### config.mk
export PLATFORM = sky130hd
export DESIGN_NAME = strobe_xfer_top
export DESIGN_NICKNAME = d
export VERILOG_FILES = /design/src/rtl/xfer_pkg.sv /design/src/rtl/strobe_sync.sv /design/src/rtl/src_ctrl.sv /design/src/rtl/dst_ctrl.sv /design/src/rtl/strobe_xfer_top.sv
export SDC_FILE = /design/constraint.sdc
export NUM_CORES = 1
export LEC_CHECK = 0
export BUFFER_PORTS_ARGS = -buffer_cell sky130_fd_sc_hd__buf_2
export CORE_MARGIN = 2
export CORE_UTILIZATION = 55
export DETAILED_ROUTE_END_ITERATION = 16
export PLACE_DENSITY = 0.88
export SYNTH_ARGS = -nofsm -noshare
export SYNTH_HDL_FRONTEND = slang
export SYNTH_SLANG_ARGS = --single-unit
### constraint.sdc
create_clock -name clk -period 1.75 [get_ports clk]
set_input_delay 0.175 -clock clk [delete_from_list [all_inputs] [get_ports clk]]
set_output_delay 0.175 -clock clk [all_outputs]
set_load 0.02 [all_outputs]
### src/rtl/xfer_pkg.sv
package xfer_pkg;
    localparam int SYNC_STAGES = 2;
    localparam int RESP_LAT    = SYNC_STAGES + 1;

    typedef enum logic [2:0] {
        SRC_IDLE, SRC_SETUP, SRC_PULSE, SRC_HOLD, SRC_ANS
    } src_state_e;

    typedef enum logic [1:0] {
        DST_IDLE, DST_REQ, DST_WAIT
    } dst_state_e;

    function automatic int max3(input int a, input int b, input int c);
        int m;
        m = (a > b) ? a : b;
        return (m > c) ? m : c;
    endfunction
endpackage

### src/rtl/strobe_sync.sv
module strobe_sync #(
    parameter int STAGES = 2
) (
    input  logic clk,
    input  logic rst_n,
    input  logic line_i,
    output logic rise_o,
    output logic fall_o
);
    logic [STAGES:0] sh_d, sh_q;

    always_comb begin
        sh_d[0] = line_i;
        for (int i = 1; i <= STAGES; i++) begin
            sh_d[i] = sh_q[i-1];
        end
    end

    always_ff @(posedge clk or negedge rst_n) begin
        if (!rst_n) sh_q <= '0;
        else        sh_q <= sh_d;
    end

    assign rise_o = sh_q[STAGES-1] & ~sh_q[STAGES];
    assign fall_o = ~sh_q[STAGES-1] & sh_q[STAGES];
endmodule

### src/rtl/src_ctrl.sv
module src_ctrl
    import xfer_pkg::*;
#(
    parameter int W     = 8,
    parameter int SETUP = 2,
    parameter int WIDTH = 3,
    parameter int HOLD  = 2
) (
    input  logic         clk,
    input  logic         rst_n,
    input  logic         dst_mode,
    input  logic         go_i,
    input  logic [W-1:0] word_i,
    input  logic         peer_busy,
    input  logic         rise_i,
    input  logic         fall_i,
    output logic         drv_o,
    output logic         stb_o,
    output logic [W-1:0] data_o
);
    localparam int CMAX = max3(SETUP, WIDTH, HOLD);
    localparam int CW   = $clog2(CMAX + 1);

    typedef struct packed {
        src_state_e    st;
        logic [CW-1:0] cnt;
        logic [W-1:0]  word;
    } src_reg_t;

    src_reg_t r_d, r_q;

    always_comb begin
        r_d = r_q;
        case (r_q.st)
            SRC_IDLE: begin
                if (rise_i && peer_busy) begin
                    r_d.st   = SRC_ANS;
                    r_d.word = word_i;
                end else if (go_i && !dst_mode && !peer_busy) begin
                    r_d.st   = SRC_SETUP;
                    r_d.cnt  = CW'(SETUP - 1);
                    r_d.word = word_i;
                end
            end
            SRC_SETUP: begin
                if (r_q.cnt == '0) begin
                    r_d.st  = SRC_PULSE;
                    r_d.cnt = CW'(WIDTH - 1);
                end else begin
                    r_d.cnt = r_q.cnt - CW'(1);
                end
            end
            SRC_PULSE: begin
                if (r_q.cnt == '0) begin
                    r_d.st  = SRC_HOLD;
                    r_d.cnt = CW'(HOLD - 1);
                end else begin
                    r_d.cnt = r_q.cnt - CW'(1);
                end
            end
            SRC_ANS: begin
                if (fall_i) begin
                    r_d.st  = SRC_HOLD;
                    r_d.cnt = CW'(HOLD - 1);
                end
            end
            SRC_HOLD: begin
                if (r_q.cnt == '0) r_d.st = SRC_IDLE;
                else               r_d.cnt = r_q.cnt - CW'(1);
            end
            default: r_d.st = SRC_IDLE;
        endcase
    end

    always_ff @(posedge clk or negedge rst_n) begin
        if (!rst_n) r_q <= '{st: SRC_IDLE, cnt: '0, word: '0};
        else        r_q <= r_d;
    end

    assign drv_o  = (r_q.st != SRC_IDLE);
    assign stb_o  = (r_q.st == SRC_PULSE);
    assign data_o = drv_o ? r_q.word : '0;


    setup_order_chk: assert property (@(posedge clk) disable iff (!rst_n)
        $rose(stb_o) |-> $past(drv_o));


    hold_order_chk: assert property (@(posedge clk) disable iff (!rst_n)
        $fell(stb_o) |-> drv_o);
endmodule

### src/rtl/dst_ctrl.sv
module dst_ctrl
    import xfer_pkg::*;
#(
    parameter int W     = 8,
    parameter int SETUP = 2,
    parameter int WIDTH = 3
) (
    input  logic         clk,
    input  logic         rst_n,
    input  logic         dst_mode,
    input  logic         fetch_i,
    input  logic         peer_busy,
    input  logic         fall_i,
    input  logic [W-1:0] bus_i,
    output logic         stb_o,
    output logic         busy_o,
    output logic [W-1:0] rx_word_o,
    output logic         rx_valid_o
);
    localparam int REQ_LEN = SETUP + WIDTH + RESP_LAT;
    localparam int CW      = $clog2(REQ_LEN + 1);

    typedef struct packed {
        dst_state_e                       st;
        logic [CW-1:0]                    cnt;
        logic [SYNC_STAGES-1:0][W-1:0]    pipe;
        logic [W-1:0]                     rx_word;
        logic                             rx_valid;
    } dst_reg_t;

    dst_reg_t r_d, r_q;

    always_comb begin
        r_d = r_q;
        r_d.pipe[0] = bus_i;
        for (int i = 1; i < SYNC_STAGES; i++) begin
            r_d.pipe[i] = r_q.pipe[i-1];
        end
        r_d.rx_valid = fall_i;
        if (fall_i) r_d.rx_word = r_q.pipe[SYNC_STAGES-1];
        case (r_q.st)
            DST_IDLE: begin
                if (fetch_i && dst_mode && !peer_busy) begin
                    r_d.st  = DST_REQ;
                    r_d.cnt = CW'(REQ_LEN - 1);
                end
            end
            DST_REQ: begin
                if (r_q.cnt == '0) r_d.st = DST_WAIT;
                else               r_d.cnt = r_q.cnt - CW'(1);
            end
            DST_WAIT: begin
                if (fall_i) r_d.st = DST_IDLE;
            end
            default: r_d.st = DST_IDLE;
        endcase
    end

    always_ff @(posedge clk or negedge rst_n) begin
        if (!rst_n) r_q <= '0;
        else        r_q <= r_d;
    end

    assign stb_o      = (r_q.st == DST_REQ);
    assign busy_o     = (r_q.st != DST_IDLE);
    assign rx_word_o  = r_q.rx_word;
    assign rx_valid_o = r_q.rx_valid;


    pulse_one_chk: assert property (@(posedge clk) disable iff (!rst_n)
        rx_valid_o |=> !rx_valid_o);
endmodule

### src/rtl/strobe_xfer_top.sv
module strobe_xfer_top
    import xfer_pkg::*;
#(
    parameter int W     = 8,
    parameter int SETUP = 2,
    parameter int WIDTH = 3,
    parameter int HOLD  = 2
) (
    input  logic         clk,
    input  logic         rst_n,
    input  logic         init_by_dst,
    input  logic         src_go,
    input  logic [W-1:0] src_word,
    input  logic         dst_fetch,
    output logic [W-1:0] bus_data,
    output logic         bus_drive,
    output logic         bus_strobe,
    output logic         busy,
    output logic [W-1:0] rx_word,
    output logic         rx_valid
);
    logic src_stb, dst_stb, dst_busy, stb_rise, stb_fall;

    assign bus_strobe = src_stb | dst_stb;
    assign busy       = bus_drive | dst_busy;

    strobe_sync #(.STAGES(SYNC_STAGES)) sync_i (
        .clk(clk), .rst_n(rst_n), .line_i(bus_strobe),
        .rise_o(stb_rise), .fall_o(stb_fall)
    );

    src_ctrl #(.W(W), .SETUP(SETUP), .WIDTH(WIDTH), .HOLD(HOLD)) src_i (
        .clk(clk), .rst_n(rst_n), .dst_mode(init_by_dst), .go_i(src_go),
        .word_i(src_word), .peer_busy(dst_busy), .rise_i(stb_rise),
        .fall_i(stb_fall), .drv_o(bus_drive), .stb_o(src_stb), .data_o(bus_data)
    );

    dst_ctrl #(.W(W), .SETUP(SETUP), .WIDTH(WIDTH)) dst_i (
        .clk(clk), .rst_n(rst_n), .dst_mode(init_by_dst), .fetch_i(dst_fetch),
        .peer_busy(bus_drive), .fall_i(stb_fall), .bus_i(bus_data),
        .stb_o(dst_stb), .busy_o(dst_busy), .rx_word_o(rx_word),
        .rx_valid_o(rx_valid)
    );


    single_driver_chk: assert property (@(posedge clk) disable iff (!rst_n)
        !(src_stb && dst_stb));


    answer_chk: assert property (@(posedge clk) disable iff (!rst_n)
        $fell(dst_stb) |-> bus_drive);
endmodule

==> out/metrics.yaml <==
status:
  outcome: "finished, final reports clean"
sta:
  relSlewSlack_pct: 67.8
  period_minus_slack_ps: 1680
  hold_slack_ps: 32.5
  final.setup_skew_ps: 11.0
  drv_slew: 0
  worst_slew_pin_slew_ps: 483
  fmax_ghz: 0.594
  setup_viol: 0
  fin_crit_sh_pct: 96.2
  layout_setup_ws_ps: 66.9
  hold_viol: 0
drt:
  final_antenna_net_count: 0
  num_vias: 1250
  wl_um: 3730
  dr.pass1.iters: 4
  vias_per_cell: 5.46
  dr.first_iter.drc_count: 46
  route.detailed.wl_per_inst_um: 16.3
  drc: 0
cts:
  cts_buffer_depth: 2
  clock_latency_ps: 360
  cts_tree: "built"
  clock_sink_count: 47
  clk_pin_slew_ps: 140
  htree_levels: 2
  cts_buffers: 5
  cts_root_buffer: "clkbuf_4"
power_and_ir_drop:
  power.static_leakage_nw: 1.06
  ir_worst_vdd_uv: 921
  powerDensity_nw_per_um2: 1950
global_routing:
  grt_max_degree: 23
  grt_pass1_wl_um: 6110
  grt_usage_pct: 20.0
  first_global_vias: 1294
  antenna_found_initial: 0
  grt.overflow.total: 0
layout:
  post-route-util_pct: 64.9
  syn2layout_area_growth_pct: 10.7
  fin_nets: 199
  drive_gt1_share_pct: 43.7
  n_fill_cell: 255
  insertedDiodeCount: 0
  fin_area_um2: 2220
  instances_no_fill: 229
  final_cell_mix: "dfrtp_1, buf_2, mux2_2"
  final_common_cell: "dfrtp_1"
flow_run:
  maxCapViolCount: 0
die:
  initial_core_util_pct: 58.6
  die_h_um: 64.4
  core.rowCount: 21
  core_area_um2: 3420
  pin_count: 33
  dieArea_um2: 4140
  chipWidth_um: 64.4
logic_synthesis:
  yosys_register_bits: 47
  synth_cell_types: 36
  synth_compound_area_share_pct: 8.24
  ys_seq_area_share_pct: 58.7
  synth_xor_area_share_pct: 0.437
  postSynthCellCount: 154
  yosys.area_share.simple_pct: 10.4
  synthAdderAreaFrac_pct: 2.50
  yosys-mux-area-fraction_pct: 10.6
  syn_area_um2: 2000
  synth_top_family_by_area: "multiplexers"
  yosysWarnings: 0
  synth_area_per_cell_um2: 13.0
  synth_fp_nets: 171
placement:
  gp_congestion: 0.868
  place_inst: 218
  dpl_cell_area_um2: 2110
  dpl.hpwl_um: 2810
  detailedPlace.worstSlack_ps: 180
  io_buffers: 32
setup_path:
  arrival_ps: 1510
  startpoint_type: "flop"
  end_kind: "output pin"
  worstPathMaxFanout: 10
  required_ps: 1570
  path_class: "flop to output pin"
min_path:
  holdCritPathClass: "primary input to flop"
sequential cells by signal (all words and copies together), names as in the netlist:
register	flops
dst_i.r_d	8
dst_i.r_q	14
dst_i.rx_valid_o	1
dst_i.rx_word_o	8
src_i.r_q	13
sync_i.sh_q	3
critical path: stages, from the launching register on:
cell and delay (ps):
dfrtp_1 440, nor3_4 260, inv_4 80, and2_2 210, buf_4 160
power breakdown:
part	internal, mW	switching [mW]
combinational	0.865	1.08
clock	0.161	0.356
sequential	1.58	0.284
total	2.61	1.72
metrics by stage:
stage | TNS, ps | power, mW
finish | 0 | 4.32
global route | -9.39 | 4.59
CTS | 0 | 4.27
detailed placement | 0 | 3.74
global placement | 0 | 3.55
floorplan | 0 | 3.40
final timing paths:
path                                           start                   endpoint  slack [ps]  cells past startpoint
min in group asynchronous                      rst_n  dst_i.r_q[30]$_DFFE_PN0P_         290                      2
max in group asynchronous                      rst_n   src_i.r_q[3]$_DFFE_PN0P_         850                      3
hold reg to reg              dst_i.r_d[24]$_DFF_PN0_    dst_i.r_q[24]$_DFF_PN0_         360                      0
setup / recovery           src_i.r_q[12]$_DFFE_PN0P_                bus_data[2]          70                      4
hold / removal                           src_word[1]   src_i.r_q[1]$_DFFE_PN0P_          30                      2
setup reg to reg           dst_i.r_q[25]$_DFFE_PN0P_  dst_i.r_q[28]$_DFFE_PN0P_         170                      6
cell families (layout without fill, tap and decap cells):
logic type | count (synthesis) | in the layout
AND/OR/NAND/NOR | 34 | 34
flip-flops | 47 | 47
multiplexers | 19 | 19
adder cells (fa/ha/maj) | 4 | 4
AO/OA/AOI/OAI | 22 | 22
buffers and inverters | 27 | 56
XOR/XNOR | 1 | 1
final cells by class:
type / count / area [um^2] / share of cell area [%]
inverters: 7 / 28.8 / 1.30
well taps: 46 / 57.6 / 2.59
clock inverters: 3 / 23.8 / 1.07
clock buffers: 5 / 37.5 / 1.69
repair buffers: 41 / 238 / 10.7
flip-flops and latches: 47 / 1180 / 53.0
multi-input cells: 80 / 657 / 29.6
synthesized netlist by cell type:
master	number	area, um^2
inv_4	1	6.26
a21oi_2	1	8.76
inv_1	6	22.5
xnor2_1	1	8.76
nor3_1	2	10.0
mux2_2	18	203
and2_1	4	25.0
a21oi_1	6	30.0
o22ai_1	2	12.5
buf_4	16	120
and2_2	4	30.0
nor3b_1	2	15.0
dfrtp_1	47	1180
buf_6	2	22.5
nand4_1	1	6.26
o21ai_4	1	16.3
a2bb2oi_1	1	8.76
mux2i_1	1	10.0
nand2_1	9	33.8
o32a_2	1	11.3
buf_2	2	10.0
o21a_1	1	7.51
nor3_4	1	16.3
nor2b_1	1	6.26
o21ai_2	1	8.76
a22oi_1	1	7.51
nor2_1	6	22.5
a22o_1	1	8.76
o22ai_2	1	12.5
nor4b_4	1	23.8
nand2b_1	2	12.5
o21ai_0	3	15.0
and2b_1	1	7.51
o32ai_1	1	8.76
ha_1	4	50.1
a32oi_1	1	8.76
per-layer routing:
layer / vias to the layer above / routed length [um] / track usage, %
met2: 37 / 1980 / 33.6
met4: 0 / 163 / 11.2
met5: - / 0 / 0
met3: 18 / 151 / 6.51
li1: 565 / - / -
met1: 630 / 1430 / 22.3
repair_timing:
action / in CTS / in global routing
setup buffers: 1 / 1
endpoints found under the hold margin: 20 / 0
hold buffers: 1 / 0
pin swaps: 1 / 2
setup endpoints to repair: 9 / 6
gates resized for setup: 1 / 6
(Power assumes the default switching activity.)
